$ cat src/rtl/capcmp_pkg.sv
package capcmp_pkg;

    localparam logic [3:0] M_OFF      = 4'b0000;
    localparam logic [3:0] M_TOGGLE   = 4'b0010;
    localparam logic [3:0] M_CAP_FALL = 4'b0100;
    localparam logic [3:0] M_CAP_RISE = 4'b0101;
    localparam logic [3:0] M_CAP_R4   = 4'b0110;
    localparam logic [3:0] M_CAP_R16  = 4'b0111;
    localparam logic [3:0] M_CMP_SET  = 4'b1000;
    localparam logic [3:0] M_CMP_CLR  = 4'b1001;
    localparam logic [3:0] M_CMP_IRQ  = 4'b1010;
    localparam logic [3:0] M_CMP_TRIG = 4'b1011;

    localparam int PRE_SMALL = 4;
    localparam int PRE_LARGE = 16;
    localparam int PRE_W     = $clog2(PRE_LARGE);

    typedef enum logic [2:0] {
        ACT_NONE,
        ACT_TOGGLE,
        ACT_SET,
        ACT_CLR,
        ACT_IRQ,
        ACT_TRIG
    } cmp_act_e;

    typedef struct packed {
        logic rise;
        logic fall;
    } edge_t;

    function automatic cmp_act_e decode_act(input logic [3:0] m);
        case (m)
            M_TOGGLE:   return ACT_TOGGLE;
            M_CMP_SET:  return ACT_SET;
            M_CMP_CLR:  return ACT_CLR;
            M_CMP_IRQ:  return ACT_IRQ;
            M_CMP_TRIG: return ACT_TRIG;
            default:    return ACT_NONE;
        endcase
    endfunction

    function automatic logic drives_pin(input logic [3:0] m);
        return (m == M_TOGGLE) || (m == M_CMP_SET) || (m == M_CMP_CLR);
    endfunction

endpackage

$ cat src/rtl/capcmp_edge.sv
module capcmp_edge
    import capcmp_pkg::*;
#(
    parameter int STAGES = 2
) (
    input  logic  clk,
    input  logic  rst,
    input  logic  pin,
    output edge_t edg
);
    logic [STAGES:0] sh;

    always_ff @(posedge clk) begin
        if (rst) sh <= '0;
        else     sh <= {sh[STAGES-1:0], pin};
    end

    // sh[STAGES-1] is the synchronized level, sh[STAGES] its previous sample
    always_comb begin
        edg.rise = sh[STAGES-1] & ~sh[STAGES];
        edg.fall = ~sh[STAGES-1] & sh[STAGES];
    end
endmodule

$ cat src/rtl/capcmp_capture.sv
module capcmp_capture
    import capcmp_pkg::*;
#(
    parameter int TW = 16
) (
    input  logic          clk,
    input  logic          rst,
    input  logic [3:0]    mode,
    input  logic          mode_chg,
    input  edge_t         edg,
    input  logic [TW-1:0] timer,
    output logic [TW-1:0] cap_val,
    output logic          cap_evt
);
    logic [PRE_W-1:0] cnt;
    logic             qualified;
    logic             counting;
    logic             hit;

    always_comb begin
        counting = (mode == M_CAP_R4) || (mode == M_CAP_R16);
        case (mode)
            M_CAP_FALL: qualified = edg.fall;
            M_CAP_RISE: qualified = edg.rise;
            M_CAP_R4:   qualified = edg.rise && (cnt == PRE_W'(PRE_SMALL - 1));
            M_CAP_R16:  qualified = edg.rise && (cnt == PRE_W'(PRE_LARGE - 1));
            default:    qualified = 1'b0;
        endcase
        hit = qualified && !mode_chg;
    end

    always_ff @(posedge clk) begin
        if (rst || mode == M_OFF) begin
            cnt     <= '0;
            cap_val <= '0;
        end else if (mode_chg) begin
            cnt <= '0;
        end else begin
            if (counting && edg.rise) cnt <= hit ? '0 : cnt + 1'b1;
            if (hit) cap_val <= timer;
        end
    end

    assign cap_evt = hit;
endmodule

$ cat src/rtl/capcmp_compare.sv
module capcmp_compare
    import capcmp_pkg::*;
#(
    parameter int TW = 16
) (
    input  logic          clk,
    input  logic          rst,
    input  logic [3:0]    mode,
    input  logic          mode_chg,
    input  logic [TW-1:0] timer,
    input  logic [TW-1:0] cmp,
    output logic          pin_q,
    output logic          trig_q,
    output logic          match_evt
);
    cmp_act_e act;
    logic     eq;
    logic     eq_q;

    always_comb begin
        act       = decode_act(mode);
        eq        = (timer == cmp);
        match_evt = eq && !eq_q && !mode_chg && (act != ACT_NONE);
    end

    always_ff @(posedge clk) begin
        if (rst) eq_q <= 1'b0;
        else     eq_q <= eq;
    end

    always_ff @(posedge clk) begin
        if (rst || mode == M_OFF) begin
            pin_q  <= 1'b0;
            trig_q <= 1'b0;
        end else begin
            trig_q <= match_evt && (act == ACT_TRIG);
            if (mode_chg) begin
                pin_q <= (act == ACT_CLR);
            end else if (match_evt) begin
                case (act)
                    ACT_TOGGLE: pin_q <= ~pin_q;
                    ACT_SET:    pin_q <= 1'b1;
                    ACT_CLR:    pin_q <= 1'b0;
                    default:    pin_q <= pin_q;
                endcase
            end
        end
    end
endmodule

$ cat src/rtl/capcmp_unit.sv
module capcmp_unit
    import capcmp_pkg::*;
#(
    parameter int TW          = 16,
    parameter int SYNC_STAGES = 2
) (
    input  logic          clk,
    input  logic          rst,
    input  logic [3:0]    mode,
    input  logic [TW-1:0] timer_val,
    input  logic [TW-1:0] cmp_val,
    input  logic          pin_in,
    input  logic          flag_clr,
    output logic [TW-1:0] cap_val,
    output logic          pin_out,
    output logic          pin_oe,
    output logic          irq_flag,
    output logic          tmr_reset
);
    logic [3:0] mode_q;
    logic       mode_chg;
    edge_t      edg;
    logic       cap_evt;
    logic       match_evt;

    always_ff @(posedge clk) begin
        if (rst) mode_q <= M_OFF;
        else     mode_q <= mode;
    end

    assign mode_chg = (mode != mode_q);

    capcmp_edge #(.STAGES(SYNC_STAGES)) u_edge (
        .clk (clk),
        .rst (rst),
        .pin (pin_in),
        .edg (edg)
    );

    capcmp_capture #(.TW(TW)) u_cap (
        .clk      (clk),
        .rst      (rst),
        .mode     (mode),
        .mode_chg (mode_chg),
        .edg      (edg),
        .timer    (timer_val),
        .cap_val  (cap_val),
        .cap_evt  (cap_evt)
    );

    capcmp_compare #(.TW(TW)) u_cmp (
        .clk       (clk),
        .rst       (rst),
        .mode      (mode),
        .mode_chg  (mode_chg),
        .timer     (timer_val),
        .cmp       (cmp_val),
        .pin_q     (pin_out),
        .trig_q    (tmr_reset),
        .match_evt (match_evt)
    );

    // sticky flag: a new event wins over a clear in the same cycle
    always_ff @(posedge clk) begin
        if (rst || mode == M_OFF)      irq_flag <= 1'b0;
        else if (cap_evt || match_evt) irq_flag <= 1'b1;
        else if (flag_clr)             irq_flag <= 1'b0;
    end

    assign pin_oe = drives_pin(mode);
endmodule

$ cat config.mk
export PLATFORM = sky130hd
export DESIGN_NAME = capcmp_unit
export DESIGN_NICKNAME = d
export VERILOG_FILES = /design/src/rtl/capcmp_pkg.sv /design/src/rtl/capcmp_edge.sv /design/src/rtl/capcmp_capture.sv /design/src/rtl/capcmp_compare.sv /design/src/rtl/capcmp_unit.sv
export SDC_FILE = /design/constraint.sdc
export NUM_CORES = 1
export LEC_CHECK = 0
export BUFFER_PORTS_ARGS = -buffer_cell sky130_fd_sc_hd__buf_2
export CAP_MARGIN = 30
export CORE_ASPECT_RATIO = 1.75
export CORE_UTILIZATION = 30
export DETAILED_ROUTE_END_ITERATION = 7
export GPL_TIMING_DRIVEN = 0
export PLACE_DENSITY_LB_ADDON = 0.2
export SLEW_MARGIN = 25
export SYNTH_ARGS = -nofsm -noshare
export SYNTH_HDL_FRONTEND = slang
export SYNTH_SLANG_ARGS = --single-unit
$ cat constraint.sdc
create_clock -name clk -period 4 [get_ports clk]
set_input_delay 0.2 -clock clk [delete_from_list [all_inputs] [get_ports clk]]
set_output_delay 0.2 -clock clk [all_outputs]
set_load 0.01 [all_outputs]
==> out/qor.csv <==
stage;metric;value;unit
worst_setup_path;arrival;2.02;ns
drt;ant_nets;0;
synthesis;synthAdderAreaFrac;0.00795;
global_routing;grt_antenna_before_repair;0;
global_routing;grt_pass1_vias;1414;
cts;clockBufferDepth;2;
synthesis;avgSynthCellArea;9.10;um^2
drt;routedWlPerCell;13.4;um
power;ir_worst_vdd;152;uV
global_routing;grt_max_degree;11;
floorplanning;dieArea;5550;um^2
floorplanning;die_x;56.8;um
cts;clk_pin_slew;0.07;ns
sta;fin_crit;1.87;ns
global_routing;grt_first_pass_wirelength;6350;um
synthesis;netlist_area;1570;um^2
synthesis;ys_top_cells_by_area;dfxtp_1 (39%), xor2_1 (9.5%), a21oi_1 (6.0%), nand3_1 (5.7%), nor2b_1 (3.6%);
cts;cts_root_buf;clkbuf_8;
synthesis;yosys.area_share.simple;0.226;
layout;multi_input_area;860;um^2
cts;htree_num_levels;2;
place;place_ws;2.00;ns
cts;cts_setup_buffers;0;
power;leakage;0.834;nW
synthesis;syn-instance-count;173;
synthesis;synth_top_family_by_area;simple AND/OR/NAND/NOR gates;
synthesis;synth_edf_count;0;
drt;wl;3890;um
sta;fin_crit_sh;0.467;
synthesis;ys.flop_type;dfxtp_1;
floorplanning;ioPinCount;60;
layout;register_area;621;um^2
layout;design_area;2010;um^2
synthesis;synth_compound_area_frac;0.172;
synthesis;synth-async-reset-ratio;0;
synthesis;synth_top_area_cell;dfxtp_1;
place;routabilityCongestion;0.770;
worst_setup_path;critical_path_class;reg -> reg;
cts;numCtsBuffers;5;
run;maxCapViolCount;0;
power;switchingPower;156;uW
synthesis;synth_nets;214;
global_routing;gr-total-overflow;0;
synthesis;synth_top_area_frac;0.394;
synthesis;muxShareOfSynthArea;0.0127;
synthesis;synth_cell_types;42;
synthesis;yosys_warnings;0;
layout;fillers;540;
drt;drc;14;
cts;insertion_delay;0.28;ns
sta;tns;0;ns
layout;drive_gt1_frac;0.352;
sta;timing.final.ws_setup;2.13;ns
power;swShare;0.243;
place;placed_cell_area;1920;um^2
power;total_power;641;uW
sta;worst_slew_pin_slew;0.477;ns
layout;syn_to_final_growth;27.7;%
power;comb_power_share;0.125;
layout;layout.cells.non_filler;290;
sta;setup_viol;0;
cts;post_cts_resized;0;
power;seq_power_share;0.490;
power;clkPwrFrac;0.385;
floorplanning;core-area;5020;um^2
worst_setup_path;worstSetupStartpointType;register;
global_routing;track_usage;0.146;
worst_setup_path;end_kind;register;
floorplanning;rows;34;
layout;nets;277;
power;power.density;319;nW/um^2
sta;skew;0.00743;ns
sta;fmax;0.536;GHz
cts;cts_sinks;31;
min_path;hold_path_class;in -> reg;
drt;drtIter0Drc;43;
place;dp_cells;282;
drt;drt_first_pass_iters;6;
synthesis;synth-xor-area-share;0.128;
drt;vias;1421;
sta;relSlewSlack;0.682;
cts;cts_tree;yes;
run_status;status;finished with violations;
layout;antenna_cells;0;
sta;rsz0062_at_grt;false;
worst_setup_path;cp.required;4.15;ns
run_status;violations;DRC;
drt;vias_per_cell;4.90;
place;io_buffers;55;
synthesis;synth.yosys.seq_area_share;0.394;
power;intPower;485;uW
sta;drv_slew;0;
floorplanning;initial_utilization;0.314;
place;hpwl;3010;um
sta;hold_viol_final;0;
synthesis;ys_seq_elements;31;
cts;cts_hold_buf;0;
floorplanning;fp.dieH;97.8;um
worst_setup_path;critical_path.max_fanout;10;
-- through the flow --
step / util / hold slack (ns)
floorplan: - / 0.267
global placement: 0.382 / 0.409
detailed placement: 0.382 / 0.436
CTS: 0.399 / 0.144
global route: 0.400 / 0.140
finish: 0.400 / 0.144
-- cell type report --
class,count,area share
clock buffers,6,0.0411
clock inverters,1,0.00249
repair buffers,56,0.139
flip-flops and latches,31,0.309
inverters,3,0.00685
plain buffers,11,0.0399
multi-input cells,128,0.428
well taps,54,0.0336
-- Yosys cell counts, types with 2 or more instances --
master,instances
buf_6,3
nand2b_1,2
nor2b_1,9
clkbuf_1,2
a21oi_1,19
nand4_1,3
dfxtp_1,31
o21ai_0,7
buf_2,3
inv_1,2
nor4_2,4
mux2i_1,2
nand3_1,18
nor2_1,10
o21ai_1,9
a31oi_1,2
xor2_1,17
xnor2_1,6
-- path summary, 6_finish.rpt --
check,startpoint,end,slack (ns),cells after the start
max,mode_q[0],u_cap.cap_val[11],2.13,6
min,pin_in,u_edge.sh[0],0.14,2
min reg2reg,u_edge.sh[0],u_edge.sh[1],0.44,1
max reg2reg,mode_q[0],u_cap.cap_val[11],2.13,6
-- state kept, by name (all words and copies together), names as in the netlist --
| signal | count |
|---|---|
| u_cmp.eq_q | 1 |
| u_cmp.pin_q | 1 |
| irq_flag | 1 |
| u_cap.cnt | 4 |
| mode_q | 4 |
| u_edge.sh | 3 |
| u_cap.cap_val | 16 |
| u_cmp.trig_q | 1 |
-- per-layer routing --
metal | part of all wire | wire [um] | global-route usage | up-vias
met4 | 0.013 | 52 | 0.0563 | 0
met3 | 0.061 | 237 | 0.0331 | 4
met2 | 0.53 | 2050 | 0.277 | 44
li1 | - | - | - | 738
met1 | 0.40 | 1560 | 0.149 | 635
met5 | 0 | 0 | 0 | -
-- power by group through the flow --
| stage | Combinational [mW] | Clock, mW | Sequential, mW |
|---|---|---|---|
| after floorplan | 0.0471 | 0 | 0.320 |
| after global placement | 0.0802 | 0 | 0.321 |
| after detailed placement | 0.0806 | 0 | 0.321 |
| after CTS | 0.0808 | 0.257 | 0.314 |
| after global routing | 0.0880 | 0.270 | 0.314 |
| final | 0.0800 | 0.247 | 0.314 |
-- layout by cell type (no fill, tap or decap), drive strengths merged, types with 2 or more instances in the layout --
| cell | n |
|---|---|
| a31oi | 2 |
| nand2b | 2 |
| dfxtp | 31 |
| mux2i | 2 |
| nand3 | 18 |
| clkbuf | 9 |
| nor2 | 10 |
| o21ai | 16 |
| inv | 3 |
| a21oi | 19 |
| buf | 64 |
| xor2 | 17 |
| xnor2 | 6 |
| nor2b | 10 |
| nand4 | 3 |
| nor4 | 5 |
-- kinds of logic (layout without fill, tap and decap cells) --
logic type | Yosys count | count (layout)
compound gates | 44 | 44
xor+xnor | 23 | 23
fa+ha+maj | 1 | 1
buf+inv | 14 | 77
flops | 31 | 31
mux | 2 | 2
simple gates | 58 | 58
-- critical path, cell delays in order, from the launching register on --
cell and delay, ns:
dfxtp_1 0.31, xnor2_1 0.15, nand4_1 0.31, nand2b_1 0.39, clkbuf_1 0.30, o21ai_0 0.21, a21oi_1 0.08
(Power assumes the default switching activity.)
